File: src/rtl/sbs_pkg.sv
// Package: shared helpers for the burst SRAM core.
// Assumes bursts are four beats long and touch only the two low address bits.
package sbs_pkg;

    // Low two address bits for a given beat in the chosen order.
    function automatic logic [1:0] beat_low(input logic [1:0] start,
                                            input logic [1:0] beat,
                                            input logic       ilv);
        return ilv ? (start ^ beat) : (start + beat);
    endfunction

endpackage

File: src/rtl/sbs_burst_ctr.sv
// Burst sequencer: decides whether this cycle accesses the array and at
// which address. A load takes the external address; an advance steps a
// two-bit beat count and rebuilds the low address bits in the order
// captured at load. Assumes ADDR_W >= 3.
module sbs_burst_ctr #(
    parameter int ADDR_W = 6
) (
    input  logic              clk,
    input  logic              rst_n,
    input  logic              sel,
    input  logic              load,
    input  logic              adv,
    input  logic              sleep,
    input  logic              ilv,
    input  logic [ADDR_W-1:0] addr,
    output logic              acc_v,
    output logic [ADDR_W-1:0] acc_addr
);
    import sbs_pkg::*;

    logic              active_q;
    logic [1:0]        beat_q;
    logic [1:0]        nxt_beat;
    logic [ADDR_W-1:0] base_q;
    logic              ilv_q;
    logic              go_load;
    logic              go_adv;

    // Decode this cycle's access and its address.
    always_comb begin
        go_load  = sel & load & ~sleep;
        go_adv   = sel & ~load & adv & active_q & ~sleep;
        acc_v    = go_load | go_adv;
        nxt_beat = beat_q + 2'd1;
        acc_addr = go_load ? addr
                 : {base_q[ADDR_W-1:2], beat_low(base_q[1:0], nxt_beat, ilv_q)};
    end

    // Burst state: start, order, beat count and whether a burst is open.
    always_ff @(posedge clk) begin
        if (!rst_n) begin
            active_q <= 1'b0;
            beat_q   <= 2'd0;
            base_q   <= '0;
            ilv_q    <= 1'b1;
        end else if (go_load) begin
            active_q <= 1'b1;
            beat_q   <= 2'd0;
            base_q   <= addr;
            ilv_q    <= ilv;
        end else if (sleep || !sel) begin
            active_q <= 1'b0;
        end else if (go_adv) begin
            beat_q   <= nxt_beat;
        end
    end
endmodule

File: src/rtl/sbs_array.sv
// Storage: one register array per byte lane, written per lane enable and
// read combinationally at a separate read address. Contents are not reset.
module sbs_array #(
    parameter int ADDR_W = 6,
    parameter int LANES  = 2,
    parameter int LANE_W = 8
) (
    input  logic                    clk,
    input  logic                    wr_v,
    input  logic [ADDR_W-1:0]       wr_addr,
    input  logic [LANES-1:0]        wr_lanes,
    input  logic [LANES*LANE_W-1:0] wdata,
    input  logic [ADDR_W-1:0]       rd_addr,
    output logic [LANES*LANE_W-1:0] rd_data
);
    localparam int DEPTH = 1 << ADDR_W;

    for (genvar g = 0; g < LANES; g++) begin : g_lane
        logic [LANE_W-1:0] lane_mem [DEPTH];

        // Write this lane when the access is a write and the lane is enabled.
        always_ff @(posedge clk) begin
            if (wr_v && wr_lanes[g])
                lane_mem[wr_addr] <= wdata[g*LANE_W +: LANE_W];
        end

        assign rd_data[g*LANE_W +: LANE_W] = lane_mem[rd_addr];
    end
endmodule

File: src/rtl/sbs_rdpath.sv
// Read return path: holds the read address for one cycle (flow-through
// view) and adds an optional output register (registered view). The mode
// select is live, so it can change between accesses. Sleep and output
// enable park the outputs; parked data reads as zero.
module sbs_rdpath #(
    parameter int ADDR_W = 6,
    parameter int DATA_W = 16
) (
    input  logic              clk,
    input  logic              rst_n,
    input  logic              acc_rd,
    input  logic [ADDR_W-1:0] acc_addr,
    input  logic              sleep,
    input  logic              out_reg,
    input  logic              out_en,
    input  logic [DATA_W-1:0] mem_rd,
    output logic [ADDR_W-1:0] rd_addr,
    output logic [DATA_W-1:0] rdata,
    output logic              rvalid
);
    logic              rd_v_q;
    logic [ADDR_W-1:0] rd_a_q;
    logic              pv_q;
    logic [DATA_W-1:0] pd_q;
    logic              sel_v;
    logic [DATA_W-1:0] sel_d;

    // Address stage and output register stage.
    always_ff @(posedge clk) begin
        if (!rst_n) begin
            rd_v_q <= 1'b0;
            rd_a_q <= '0;
            pv_q   <= 1'b0;
            pd_q   <= '0;
        end else begin
            rd_v_q <= acc_rd;
            if (acc_rd)
                rd_a_q <= acc_addr;
            pv_q   <= rd_v_q & ~sleep;
            pd_q   <= mem_rd;
        end
    end

    assign rd_addr = rd_a_q;

    // Pick the path, then gate by sleep and output enable.
    always_comb begin
        sel_v  = out_reg ? pv_q : rd_v_q;
        sel_d  = out_reg ? pd_q : mem_rd;
        rvalid = sel_v & out_en & ~sleep;
        rdata  = rvalid ? sel_d : '0;
    end
endmodule

File: src/rtl/sync_burst_sram.sv
// Top: single-port synchronous burst SRAM. The sequencer picks the access
// address, the array stores lanes, and the read path returns data in
// flow-through or registered mode. A global write forces all lanes.
module sync_burst_sram #(
    parameter int ADDR_W = 6,
    parameter int LANES  = 2,
    parameter int LANE_W = 8
) (
    input  logic                    clk,
    input  logic                    rst_n,
    input  logic                    sel,
    input  logic                    load,
    input  logic                    adv,
    input  logic [ADDR_W-1:0]       addr,
    input  logic                    wr,
    input  logic                    wr_all,
    input  logic [LANES-1:0]        lane_en,
    input  logic                    order_ilv,
    input  logic                    out_reg,
    input  logic                    out_en,
    input  logic                    sleep,
    input  logic [LANES*LANE_W-1:0] wdata,
    output logic [LANES*LANE_W-1:0] rdata,
    output logic                    rvalid
);
    localparam int DATA_W = LANES * LANE_W;

    logic              acc_v;
    logic [ADDR_W-1:0] acc_addr;
    logic [ADDR_W-1:0] rd_addr;
    logic [DATA_W-1:0] mem_rd;
    logic              acc_rd;
    logic              acc_wr;
    logic [LANES-1:0]  lanes;

    // Split the access into read or write and resolve the lane mask.
    always_comb begin
        acc_rd = acc_v & ~wr;
        acc_wr = acc_v & wr;
        lanes  = wr_all ? {LANES{1'b1}} : lane_en;
    end

    sbs_burst_ctr #(.ADDR_W(ADDR_W)) u_ctr (
        .clk(clk), .rst_n(rst_n), .sel(sel), .load(load), .adv(adv),
        .sleep(sleep), .ilv(order_ilv), .addr(addr),
        .acc_v(acc_v), .acc_addr(acc_addr)
    );

    sbs_array #(.ADDR_W(ADDR_W), .LANES(LANES), .LANE_W(LANE_W)) u_arr (
        .clk(clk), .wr_v(acc_wr), .wr_addr(acc_addr), .wr_lanes(lanes),
        .wdata(wdata), .rd_addr(rd_addr), .rd_data(mem_rd)
    );

    sbs_rdpath #(.ADDR_W(ADDR_W), .DATA_W(DATA_W)) u_rd (
        .clk(clk), .rst_n(rst_n), .acc_rd(acc_rd), .acc_addr(acc_addr),
        .sleep(sleep), .out_reg(out_reg), .out_en(out_en), .mem_rd(mem_rd),
        .rd_addr(rd_addr), .rdata(rdata), .rvalid(rvalid)
    );
endmodule

File: config.mk
export PLATFORM = sky130hd
export DESIGN_NAME = sync_burst_sram
export DESIGN_NICKNAME = d
export VERILOG_FILES = /design/src/rtl/sbs_pkg.sv /design/src/rtl/sbs_burst_ctr.sv /design/src/rtl/sbs_array.sv /design/src/rtl/sbs_rdpath.sv /design/src/rtl/sync_burst_sram.sv
export SDC_FILE = /design/constraint.sdc
export NUM_CORES = 1
export LEC_CHECK = 0
export BUFFER_PORTS_ARGS = -buffer_cell sky130_fd_sc_hd__buf_2
export CAP_MARGIN = 0
export CORE_MARGIN = 8
export CORE_UTILIZATION = 55
export DETAILED_ROUTE_END_ITERATION = 12
export PLACE_DENSITY = 0.83
export REMOVE_ABC_BUFFERS = 1
export SLEW_MARGIN = 20
export SYNTH_ARGS = -nofsm -noshare
export SYNTH_HDL_FRONTEND = slang
export SYNTH_SLANG_ARGS = --single-unit
export TNS_END_PERCENT = 10
File: constraint.sdc
create_clock -name clk -period 4.1 [get_ports clk]
set_input_delay 0.205 -clock clk [delete_from_list [all_inputs] [get_ports clk]]
set_output_delay 0.205 -clock clk [all_outputs]
set_load 0.01 [all_outputs]
Word-level counts from Yosys, hierarchy flattened
Memories as Yosys holds them, arrays and structs flattened. A register that Yosys moved wholly into a read port is not among the register bits. Index checks and enable logic that the tools add are counted.

Bitwise logic cells: 18. Mux-type cells: 16. $add $sub $neg: 2. Reduce and logical (&&, ||, !) cells: 7.

Operator list (number): two-way mux 16 bit (2); two-way mux 6 bit (5); AND 1 bit (11); two-way mux 1 bit (7); NOT 1 bit (5); two-way mux 2 bit (2); adder 2 x 1 -> 2 bit (second input constant) (1); adder 2 bit (1); logical AND 1 bit (2); AND reduction 2 bit (1); nonzero test 2 bit (1); OR reduction 2 bit (1); bitwise XOR 2 bit (1); zero test 1 bit (1); logical OR 1 bit (1); bitwise OR 1 bit (1).

Output and inout bits: 17. Memories kept: 2. Flip-flop bits (word level): 34. RAM bits: 1024. Input port bits: 35. Word-level logic and storage cells: 53.

Memory list: u_arr.g_lane[0].lane_mem (words 64, bits a word 8, rd ports 1, clocked after memory_dff 1, write ports 1, RTL line sbs_array.sv:19) `logic [LANE_W-1:0] lane_mem [DEPTH];`; u_arr.g_lane[1].lane_mem (words 64, bits a word 8, rd ports 1, clocked after memory_dff 1, write ports 1, RTL line sbs_array.sv:19).

Depth between registers and ports, before layout
Depth after elaboration: 10. Depth in mapped cells: 11. Gate-level depth less buffers: 8.

Modules after synthesis
From an unflattened synthesis, not the netlist that was laid out.

Cell total of the unflattened synthesis: 2052. Area total of the unflattened synthesis: 41716.3 um^2.

Modules (own cells, without submodules): sbs_array (instances 1, area an instance 40123.5 um^2, cells each 1906); sbs_rdpath (instances 1, area an instance 1066.0 um^2, cells each 97); sbs_burst_ctr (instances 1, area an instance 501.7 um^2, cells each 45); sync_burst_sram (instances 1, area an instance 25.0 um^2, cells each 4).

Worst setup path before layout
No wires, ideal clock.

Path type: register -> register. From: register u_ctr.beat_q[0]. To: memory u_arr.g_lane[0].lane_mem[24][0] (enable). Data arrival time: 1.975 ns. Stages on the path, launching flop included: 10. Setup slack: 1.755 ns. Required time: 3.730 ns. Clock period less this slack: 2.345 ns. Cell sequence: dfxtp_1 inv_1 ha_1 nand2b_1 xnor2_1 xnor2_1 mux2i_1 nand3_1 clkbuf_1 nor2_1.

Cells in the longest elaborated chain, start to end: 4. Elaborated cells between the ends (all ways): 5.

RTL lines: start: declaration (RTL line sbs_burst_ctr.sv:22) `logic [1:0] beat_q;`; start signal: assignment (RTL line sbs_burst_ctr.sv:54) `beat_q <= nxt_beat;`; adder 2 x 1 -> 2 bit * (RTL line sbs_burst_ctr.sv:34) `nxt_beat = beat_q + 2'd1;`; via u_ctr.nxt_beat[0] (RTL line sbs_burst_ctr.sv:23) `logic [1:0] nxt_beat;`; adder 2 bit / bitwise XOR 2 bit (equally long branches) (RTL line sbs_pkg.sv:9) `return ilv ? (start ^ beat) : (start + beat);`; two-way mux 2 bit * (RTL line sbs_pkg.sv:9); two-way mux 6 bit * (RTL line sbs_burst_ctr.sv:35) `acc_addr = go_load ? addr`; end: declaration (RTL line sbs_array.sv:19).

Mark *: on every way through the listed nets, which the timed path passes. The rest lies on a longest branch.

==> results.sh <==
export IMPL_dp_hpwl_mm=58.1
export IMPL_skew_ns=0.0434
export IMPL_crit_type="reg -> out"
export IMPL_fin_util=0.615
export IMPL_fillers=4929
export IMPL_worstMarginPinSlew_ns=1.13
export IMPL_die_height_um=291
export IMPL_cts_buffers=94
export IMPL_synth_most_common_cell="edfxtp_1"
export IMPL_synth_top_cells_by_count="edfxtp_1 (1024), mux2i_1 (506), nor2_1 (216)"
export IMPL_drt_initial_drc_count=3285
export IMPL_drt_total_wl_mm=98.3
export IMPL_cts_reportedPaths_clkPinSlew_ns=0.07
export IMPL_dpl_cell_area_um2=43100
export IMPL_min_period_ns=4.02
export IMPL_grt_max_degree=102
export IMPL_synth_top_area_cell="edfxtp_1"
export IMPL_finalSetupTns_ns=0
export IMPL_avgRoutedWirePerCell_um=27.1
export IMPL_yosys_warnings=0
export IMPL_yosys_top_cells_area="edfxtp_1 (74%), mux2i_1 (12%), nor2_1 (1.9%)"
export IMPL_crit_family="compound AO/OA/AOI/OAI gates"
export IMPL_start_util=0.551
export IMPL_crit_required_ns=3.89
export IMPL_area_delta_synth_final_pct=11.5
export IMPL_grt_remaining_overflow=0
export IMPL_path_buf_inv=3
export IMPL_yosysTopAreaCellShare=0.739
export IMPL_max_slew_margin=0.247
export IMPL_crit_chain="buf_12 -> buf_4 -> mux2i_1 -> o22ai_1 -> or3_1 -> o41ai_1 -> o21ai_1 -> buf_2"
export IMPL_drtPass1Iterations=6
export IMPL_status="finished clean"
export IMPL_yosys_cell_types_count=46
export IMPL_num_nets_final=2608
export IMPL_fin_hold_ws_ns=0.0199
export IMPL_num_rows=101
export IMPL_drc=0
export IMPL_critPathMaxFanout=31
export IMPL_end_kind="primary output"
export IMPL_p_per_area_nw_per_um2=463
export IMPL_leakagePower_nw=14.2
export IMPL_synth_seq_cells=1064
export IMPL_grt_pass1_vias=23018
export IMPL_cpMaxStageDelayCell="o41ai_1"
export IMPL_vias=23315
export IMPL_place_congestion=0.882
export IMPL_r2r_slack_ns=0.60
export IMPL_fp_dieW_um=291
export IMPL_synth_edff_count=1024
export IMPL_port_buffers=51
export IMPL_max_freq_mhz=249
export IMPL_cts_tree="built"
export IMPL_postRouteAntennaNets=0
export IMPL_period_share=0.980
export IMPL_ys_flop_type="edfxtp_1"
export IMPL_grt_pass1_wl_mm=144
export IMPL_h_tree_depth=3
export IMPL_clock_path_buffers=3
export IMPL_antenna_found_initial=0
export IMPL_cts_setup_buffers=0
export IMPL_hold_class="in -> reg"
export IMPL_max_stage_delay_ns=0.89
export IMPL_viasPerCell=6.42
export IMPL_ios=52
export IMPL_total_power_mw=21.5
export IMPL_critPathArrivalTime_ns=3.81
export IMPL_core_um2=75400
export IMPL_rsz0062_at_grt="false"
export IMPL_clock_sinks=1064
export IMPL_dieArea_um2=84700
export IMPL_hold_violations=0
export IMPL_maxCapViolCount=0
export IMPL_synthArstFlopShare=0
export IMPL_start_kind="flip-flop"
export IMPL_vdd_drop_max_mv=0.283
export IMPL_drive_above_1_share=0.118
export IMPL_avgSynthCellArea_um2=16.8
export IMPL_setup_viol=0
export IMPL_yosysSeqAreaShare=0.758
export IMPL_insertion_delay_ns=0.67
export IMPL_clockRootBuffer="clkbuf_16"
export IMPL_netlist_area_um2=41600
export IMPL_grt_usage=0.223
export IMPL_maxSlewViolCount=0
export IMPL_postSynthCellCount=2470
export IMPL_final_area_um2=46400
## worst register-to-register path, stage by stage, from the launching register on
cell and delay (ns):
dfxtp_1 0.42, inv_1 0.07, ha_1 0.18, nand2b_1 0.11
xnor2_1 0.16, xnor2_1 0.12, mux2i_1 0.29, nand2_1 0.75
buf_4 0.46, nor2_1 0.56
## per-layer routing
layer	wire, µm	vias up	GRT usage
li1	-	9895	-
met5	0	-	0
met4	3630	0	0.0870
met2	46800	1566	0.359
met1	37600	11614	0.302
met3	10300	240	0.0403
## flip-flops by register name, indices dropped and copies added, names as in the netlist, named ones only
signal / cells
u_rd.pv_q: 1
u_rd.rd_addr: 6
u_ctr.beat_q: 2
u_rd.pd_q: 16
u_ctr.active_q: 1
u_ctr.ilv_q: 1
u_ctr.base_q: 6
u_rd.rd_v_q: 1
u_arr.g_lane.lane_mem: 1024
## cells by family (layout without fill, tap and decap cells)
logic type	Yosys count	after routing	share of synthesized area
AO/OA/AOI/OAI	314	314	0.0507
XOR/XNOR	5	5	0.00105
adder cells (fa/ha/maj)	1	1	0.000301
buffers and inverters	145	326	0.0186
flip-flops	1064	1064	0.758
multiplexers	525	525	0.127
other	0	1	0
AND/OR/NAND/NOR	416	417	0.0440
## worst paths after layout
check | from | cells after the start | end
max | flip-flop | 8 | rdata[9]
min reg2reg | u_rd.rd_addr[0] | 2 | flip-flop
max reg2reg | u_ctr.beat_q[0] | 9 | u_arr.g_lane[1].lane_mem[17][5]
min | wdata[0] | 1 | u_arr.g_lane[0].lane_mem[24][0]
## cell usage in the layout, fill, tap and decap left out, types with 4 or more instances in the layout
cell type / netlist / layout
a2111oi_1: 3 / 9
a2111oi_2: 0 / 4
a211oi_1: 5 / 5
a21oi_1: 34 / 33
a22oi_1: 96 / 96
buf_12: 0 / 11
buf_2: 62 / 51
buf_4: 29 / 66
bufinv_16: 0 / 7
clkbuf_1: 35 / 20
clkbuf_16: 0 / 96
clkbuf_8: 0 / 5
clkinv_1: 1 / 14
clkinv_2: 0 / 25
dfxtp_1: 40 / 37
dlygate4sd3_1: 0 / 16
edfxtp_1: 1024 / 1024
mux2_2: 17 / 17
mux2i_1: 506 / 506
nand2_1: 91 / 91
nand3_1: 50 / 50
nand4_1: 17 / 17
nor2_1: 216 / 215
o21ai_0: 18 / 18
o21ai_1: 17 / 17
o22ai_1: 112 / 112
o41ai_1: 13 / 13
or3_1: 16 / 16
xnor2_1: 4 / 4
## per-stage QoR
| stage | instances | setup slack (ns) |
|---|---|---|
| after floorplan | 2329 | -14.82 |
| after global placement | 3437 | 0.646 |
| after detailed placement | 3437 | 0.530 |
| after CTS | 3628 | -0.0521 |
| after global routing | 3630 | 0.0147 |
| final | 3631 | 0.0814 |
## final cells by class
| class | count | area [µm²] | share of cell area |
|---|---|---|---|
| sequential | 1064 | 31600 | 0.681 |
| multi-input combinational | 1262 | 9350 | 0.202 |
| clock buffer | 121 | 2550 | 0.0549 |
| tap | 978 | 1220 | 0.0264 |
| timing repair buffer | 146 | 1170 | 0.0252 |
| clock inverter | 55 | 508 | 0.0110 |
| inverter | 4 | 15.0 | 0.000324 |
| antenna | 1 | 2.50 | 0.0000540 |
## what timing repair did
item                                   in CTS  in global routing
setup endpoints to repair                   7                 15
cloned                                      0                  1
endpoints found under the hold margin      12                  1
hold buffers                               15                  1
resized for setup                           5                 14
pin swaps                                   0                  2
## report_power, final
group / switching (mW) / total, mW / internal (mW)
Sequential: 0.0207 / 11.9 / 11.9
Combinational: 0.575 / 0.807 / 0.232
Clock: 3.86 / 8.72 / 4.86
Total: 4.46 / 21.5 / 17.0
(Power assumes the default switching activity.)
